$ cat config.mk
export PLATFORM = sky130hd
export DESIGN_NAME = dma_lvl_chan
export DESIGN_NICKNAME = d
export VERILOG_FILES = /design/src/rtl/dma_lvl_chan.sv
export SDC_FILE = /design/constraint.sdc
export NUM_CORES = 1
export LEC_CHECK = 0
export ABC_AREA = 1
export CAP_MARGIN = 15
export CORE_ASPECT_RATIO = 0.5
export CORE_MARGIN = 2
export CORE_UTILIZATION = 56
export DETAILED_ROUTE_END_ITERATION = 7
export GPL_TIMING_DRIVEN = 0
export PLACE_DENSITY = 0.84
export SYNTH_ARGS = -nofsm -noshare
export SYNTH_HDL_FRONTEND = slang
export SYNTH_SLANG_ARGS = --single-unit
$ cat constraint.sdc
create_clock -name clk -period 3.48 [get_ports clk]
set_input_delay 0.696 -clock clk [delete_from_list [all_inputs] [get_ports clk]]
set_output_delay 0.696 -clock clk [all_outputs]
set_load 0.05 [all_outputs]
$ cat src/rtl/dma_lvl_chan.sv
module dma_lvl_chan #(
  parameter int AW = 24,
  parameter int CW = 16
) (
  input  logic          clk,
  input  logic          rst,
  input  logic          cfg_we,
  input  logic [1:0]    cfg_sel,
  input  logic [AW-1:0] cfg_wdata,
  input  logic          ext_req_n,
  output logic          dev_ack,
  output logic          bus_req,
  input  logic          bus_gnt,
  output logic [AW-1:0] mem_addr,
  output logic          mem_stb,
  output logic          mem_we,
  output logic          chan_en,
  output logic          done
);
  typedef enum logic [1:0] {S_IDLE, S_ARB, S_XFER, S_BRK} st_t;

  st_t           st;
  logic          en, lvl, wsz, tomem, pend, done_q;
  logic [AW-1:0] addr;
  logic [CW-1:0] cnt;

  wire sample = en & lvl & ~pend & (st == S_IDLE);
  wire last   = (cnt == CW'(1));

  always_ff @(posedge clk) begin
    if (rst) begin
      st     <= S_IDLE;
      en     <= 1'b0;
      lvl    <= 1'b0;
      wsz    <= 1'b0;
      tomem  <= 1'b0;
      pend   <= 1'b0;
      done_q <= 1'b0;
      addr   <= '0;
      cnt    <= '0;
    end else begin
      done_q <= 1'b0;
      if (sample && !ext_req_n) pend <= 1'b1;
      case (st)
        S_IDLE: if (pend) begin
          pend <= 1'b0;
          if (en) st <= S_ARB;
        end
        S_ARB:  if (bus_gnt) st <= S_XFER;
        S_XFER: begin
          st   <= S_BRK;
          addr <= addr + (wsz ? AW'(2) : AW'(1));
          cnt  <= cnt - CW'(1);
          if (last) begin
            en     <= 1'b0;
            done_q <= 1'b1;
          end
        end
        default: st <= S_IDLE;
      endcase
      if (cfg_we) begin
        case (cfg_sel)
          2'd0: {tomem, wsz, lvl, en} <= cfg_wdata[3:0];
          2'd1: addr <= cfg_wdata;
          2'd2: cnt  <= cfg_wdata[CW-1:0];
          default: ;
        endcase
      end
    end
  end

  assign mem_stb  = (st == S_XFER);
  assign dev_ack  = mem_stb;
  assign mem_we   = mem_stb & tomem;
  assign bus_req  = (st == S_ARB) | (st == S_XFER);
  assign mem_addr = addr;
  assign chan_en  = en;
  assign done     = done_q;
endmodule

# Word level (Yosys, flattened, before mapping)
# Index checks and enable logic that the tools add are counted.
[totals] ff_bits=48 word_cells=52 inputBits=31 out_inout_bits=30
[classes] n_bitwise=7 add_sub_neg=2 eq_ne=8 reduce_logical=7 mux=19
[op_table] op="2-to-1 mux 24 bit" n=3
[op_table] op="2-to-1 mux 16 bit" n=3
[op_table] op="adder 24 x 2 -> 24 bit" n=1
[op_table] op="equality test 16 x 1 -> 1 bit, second input constant" n=1
[op_table] op="subtractor 16 x 1 -> 16 bit, second input constant" n=1
[op_table] op="2-to-1 mux 1 bit" n=8
[op_table] op="2-to-1 mux 2 bit" n=4
[op_table] op="!= test 2 bit, second input constant" n=3
[op_table] op="case mux 2 bit (3 select lines)" n=1
[op_table] op="bitwise AND 1 bit" n=4
[op_table] op="equality test 2 x 1 -> 1 bit, second input constant" n=2
[op_table] op="equality test 2 bit, second input constant" n=2
[op_table] op="zero test 2 bit" n=2
[op_table] op="AND reduction 3 bit" n=1
[op_table] op="NOT 1 bit" n=2
[op_table] op="AND reduction 2 bit" n=1
[op_table] op="OR reduction 2 bit" n=1
[op_table] op="logical AND 1 bit" n=1
[op_table] op="zero test 1 bit" n=1
[op_table] op="bitwise OR 1 bit" n=1

# Depth between registers and ports, before layout
[logic_depth] word_depth=7 mapped_depth=14 depth_no_buf=14

# Worst setup path before layout
# OpenSTA, ideal clock, no wires.
[synth_timing] path_type="flip-flop to output port" startpoint="register st[0]" endpoint="output port mem_we" t_arrival_ps=1539 path_stages_with_launch=6 path_buffers=1 setup_slack_ps=1245 path_cell_list="dfxtp_1 > inv_1 > ha_1 > buf_6 > nand2_1 > inv_1"
[synth_via] elab_chain_len=2
[synth_lines] element="from (decl)" line="22" source="st_t st;"
[synth_lines] element="from (signal assigned)" line="32" source="st <= S_IDLE;"
[synth_lines] element="from (signal assigned)" line="47" source="if (en) st <= S_ARB;"
[synth_lines] element="from (signal assigned)" line="49" source="S_ARB: if (bus_gnt) st <= S_XFER;"
[synth_lines] element="equality test 2 bit" line="72" source="assign mem_stb = (st == S_XFER);"
[synth_lines] element="via dev_ack" line="11" source="output logic dev_ack,"
[synth_lines] element="bitwise AND 1 bit" line="74" source="assign mem_we = mem_stb & tomem;"
[synth_lines] element="to (decl)" line="16" source="output logic mem_we,"
# The timed path passes the listed nets, and every way through them passes these cells.

# Final worst setup path
[layout_timing] startpoint="register st[0]" endpoint="output port mem_we"
[layout_via] elab_chain_len=2
[layout_lines] element="equality test 2 bit" line="72"
[layout_lines] element="bitwise AND 1 bit" line="74"
# No other way between the ends.

==> summary.md <==
| Metric | Value |
|---|---|
| Worst hold path depth | 2 |
| Minimum clock period after layout | 2880 ps |
| Achievable Freq | roughly 350 MHz |
| Number of cell rows | 18 |
| Start of the worst register-to-register path | wsz$_SDFFE_PP0P_ |
| Relative slew slack | 59.0% |
| Result of the run | finished, final reports clean |
| Worst supply voltage drop on vdd | about 0.31 mV |
| Y dimension of the die | 56.2 µm |
| Global-route usage over all layers | 28.0% |
| Most area-hungry cell type in the Yosys netlist | dfxtp_1 |
| I/O Buffers | just under 60 |
| Crit end category | primary output |
| Area of the multi-input gates | between 0.0015 and 0.002 mm² |
| WP data required | between 2000 and 3000 ps |
| Remaining antenna violation count after routing | 0 |
| Horizontal die dimension | approximately 110 µm |
| Reg2Reg Capture Point | mem_addr[16]$_SDFF_PP0_ |
| Synth-to-layout area growth | 25.3% |
| Starting utilization of the core area | roughly 60% |
| Synth area leaders | dfxtp_1, nand2_1, inv_1 |
| Max-cap violation count | 0 |
| Number of fillers in the final layout | 434 |
| CP Launch Type | flop |
| Wire per inst | approximately 13 µm |
| GRT Residual Overflow | 0 |
| Final hold violation count | 0 |
| Critical path class | flop to primary output |
| Final setup vio count | 0 |
| Boundary Pins | 61 |
| Post-Route Skew | around 14 ps |
| Number of synthesized flops with an enable pin | 0 |
| Post-Route Utilization | 75.1% |
| Fraction of the yosys area taken by sequential cells | 31.5% |
| Overall routed net length | approximately 8000 µm |
| Final antenna diode count | 0 |
| Pin count of the biggest net entering global routing | 15 |
| Count of cells resized by post-cts repair | 0 |
| Via Count | about 3100 |
| Area of the die | 0.00609 mm² |
| Period Utilization, post-route | between 80 and 90% |
| Count of warnings emitted by yosys | 0 |
| Violation count after the first detailed-routing iteration | slightly below 200 |
| Worst-skew pair later-pin latency | roughly 310 ps |
| Worst-path maximum fanout | 10 |
| Detailed placer's ending HPWL | between 6000 and 7000 µm |
| Number of global-route vias before repair | 2925 |
| Vias per Instance | roughly 5.2 |
| Inserted Clock Buffers | 5 |
| Cts-stage hold buffer count | 0 |
| Avg Cell Area, Syn | approximately 6.5 µm² |
| Final estimated routing congestion in global placement | 0.889 |
| Transition time at the pin with the least slew margin | 615 ps |
| Post-synthesis sequential element count | 48 |
| Cell area power density | slightly below 500 mW/mm² |
| Sinks on Clock Net | 48 |
| Post-CTS setup-driven buffer insertion count | 0 |
| Library cell used as clock root buffer | clkbuf_8 |
| Worst Hold Class | flop to flop |
| Clock tree buffer depth | 2 |
| Seq. cell area | just under 0.001 mm² |
| Proportion of register bits with asynchronous set or reset after synthesis | 0% |
| Most frequent cells after synthesis | nand2_1, inv_1, nor2_1, dfxtp_1, o21ai_0 |
| Clock transition time at the flip-flop clock pins of the worst setup and hold paths | around 100 ps |
| Static leakage | around 0.0018 µW |
| Total chip power | roughly 1900 µW |
| Fraction of layout instances using a drive strength above 1 | 7.25% |
| Flop2flop setup slack | between 1000 and 1500 ps |
| Setup repair after global routing missed its margin | false |
| Hold worst-path end | mem_addr[0]$_SDFF_PP0_ |
| Data arrival time of the critical path | around 2200 ps |
| FF-to-FF path depth | 12 |
| Total negative slack for setup checks | 0 ps |
| Number of antenna violations at the first check in global routing | 0 |
| Worst min-delay path startpoint | mem_addr[0]$_SDFF_PP0_ |
| H-tree lvl count | 2 |
| CTS tree | built |
| Final #Nets | a little under 600 |
| Combined area of all synthesized cells | between 0.003 and 0.004 mm² |
| Distinct cell type count of the synthesized netlist | 34 |
| Floorplan Core Area | between 0.005 and 0.006 mm² |
| DRC Markers | 0 |
| Fraction of synthesized cell area taken by the top area cell type | 31.5% |
| Most frequently used cell type in the post-synthesis netlist | nand2_1 |
| Max-slew violation count | 0 |
| Top FF cell, synth | dfxtp_1 |
| Number of nets produced by synthesis | around 510 |
| Wire length of the first global-routing pass | around 13000 µm |
| Number of instances in the synthesized netlist | around 470 |
| Number of iterations in the first detailed-routing pass | 5 |
-- cells by family (layout without fill, tap and decap cells) --
family | after synthesis | count (layout) | synth area share [%]
flops | 48 | 48 | 31.5
compound gates | 78 | 78 | 13.5
fa+ha+maj | 9 | 9 | 3.94
simple gates | 231 | 231 | 35.6
buf+inv | 95 | 162 | 12.6
xor+xnor | 10 | 10 | 2.87
-- metrics by stage --
| step | area [µm²] | hold slack [ps] | std cells | setup WS (ps) |
|---|---|---|---|---|
| 2_1_floorplan | 3050 | 478 | 471 | 1240 |
| 3_3_place_gp | 3730 | 492 | 600 | 928 |
| 3_5_place_dp | 3730 | 504 | 600 | 926 |
| 4_1_cts | 3820 | 518 | 608 | 586 |
| 5_1_grt | 3820 | 537 | 608 | 500 |
| 6_report | 3820 | 520 | 608 | 596 |
-- flip-flops by register name, indices dropped and copies added, names as in the netlist --
| signal | flops |
|---|---|
| cnt | 16 |
| done | 1 |
| mem_addr | 24 |
| tomem | 1 |
| wsz | 1 |
| chan_en | 1 |
| lvl | 1 |
| pend | 1 |
| st | 2 |
-- cell type report --
cell class / instances / area share [%]
inverters: 80 / 7.86
flip-flops and latches: 48 / 25.1
plain buffers: 15 / 2.16
clock buffers: 7 / 2.26
multi-input cells: 328 / 44.6
repair buffers: 59 / 15.5
clock inverters: 1 / 0.196
well taps: 70 / 2.29
-- how the worst max path moves through the flow --
| stage | startpoint | end | slack [ps] | cells past startpoint |
|---|---|---|---|---|
| 5_1_grt | st[0]$_SDFFE_PP0P_ | mem_we | 500 | 6 |
| 4_1_cts | st[0]$_SDFFE_PP0P_ | mem_we | 590 | 6 |
| 3_3_place_gp | st[0]$_SDFFE_PP0P_ | mem_we | 930 | 6 |
| 3_5_place_dp | st[0]$_SDFFE_PP0P_ | mem_we | 930 | 6 |
| 2_1_floorplan | st[0]$_SDFFE_PP0P_ | mem_we | 1240 | 5 |
| 6_report | st[0]$_SDFFE_PP0P_ | mem_we | 600 | 6 |
-- critical path: stages (launching register included) --
cell and delay [ps]:
dfxtp_1 340, inv_1 100, ha_1 330, buf_6 210
nand2_1 60, inv_1 50, clkdlybuf4s50_1 790
-- where the power goes --
part	leakage, µW	total [µW]	internal, µW	switching [µW]
Combinational	0.00140	854	306	549
Clock	0.0000445	354	162	192
Sequential	0.000393	690	620	69.3
-- layer usage --
layer / track usage [%] / routed length (µm)
met2: 44.1 / 3520
met3: 6.44 / 578
met1: 38.8 / 3770
met5: 0 / 0
met4: 6.78 / 59
-- placed cells by master, fill, tap and decap left out, types with 2 or more instances in the layout --
master,synthesis,layout
o211ai_1,2,2
clkbuf_1,6,7
a21oi_1,27,27
nor2_1,67,67
o21ai_0,38,38
inv_1,79,79
dfxtp_1,48,48
buf_2,6,6
nand3_1,34,34
nor3_1,8,8
buf_6,2,2
clkdlybuf4s50_1,0,59
nand2_2,3,3
nand3b_1,3,3
ha_1,8,8
nor2_4,8,8
clkbuf_8,0,6
nand4_1,6,6
nand2_4,3,3
nand2_1,90,90
a31oi_1,2,2
xor2_1,6,6
nand3_2,5,5
xnor2_1,4,4
o21ai_1,5,5
Power figures use the tool's default switching activity.
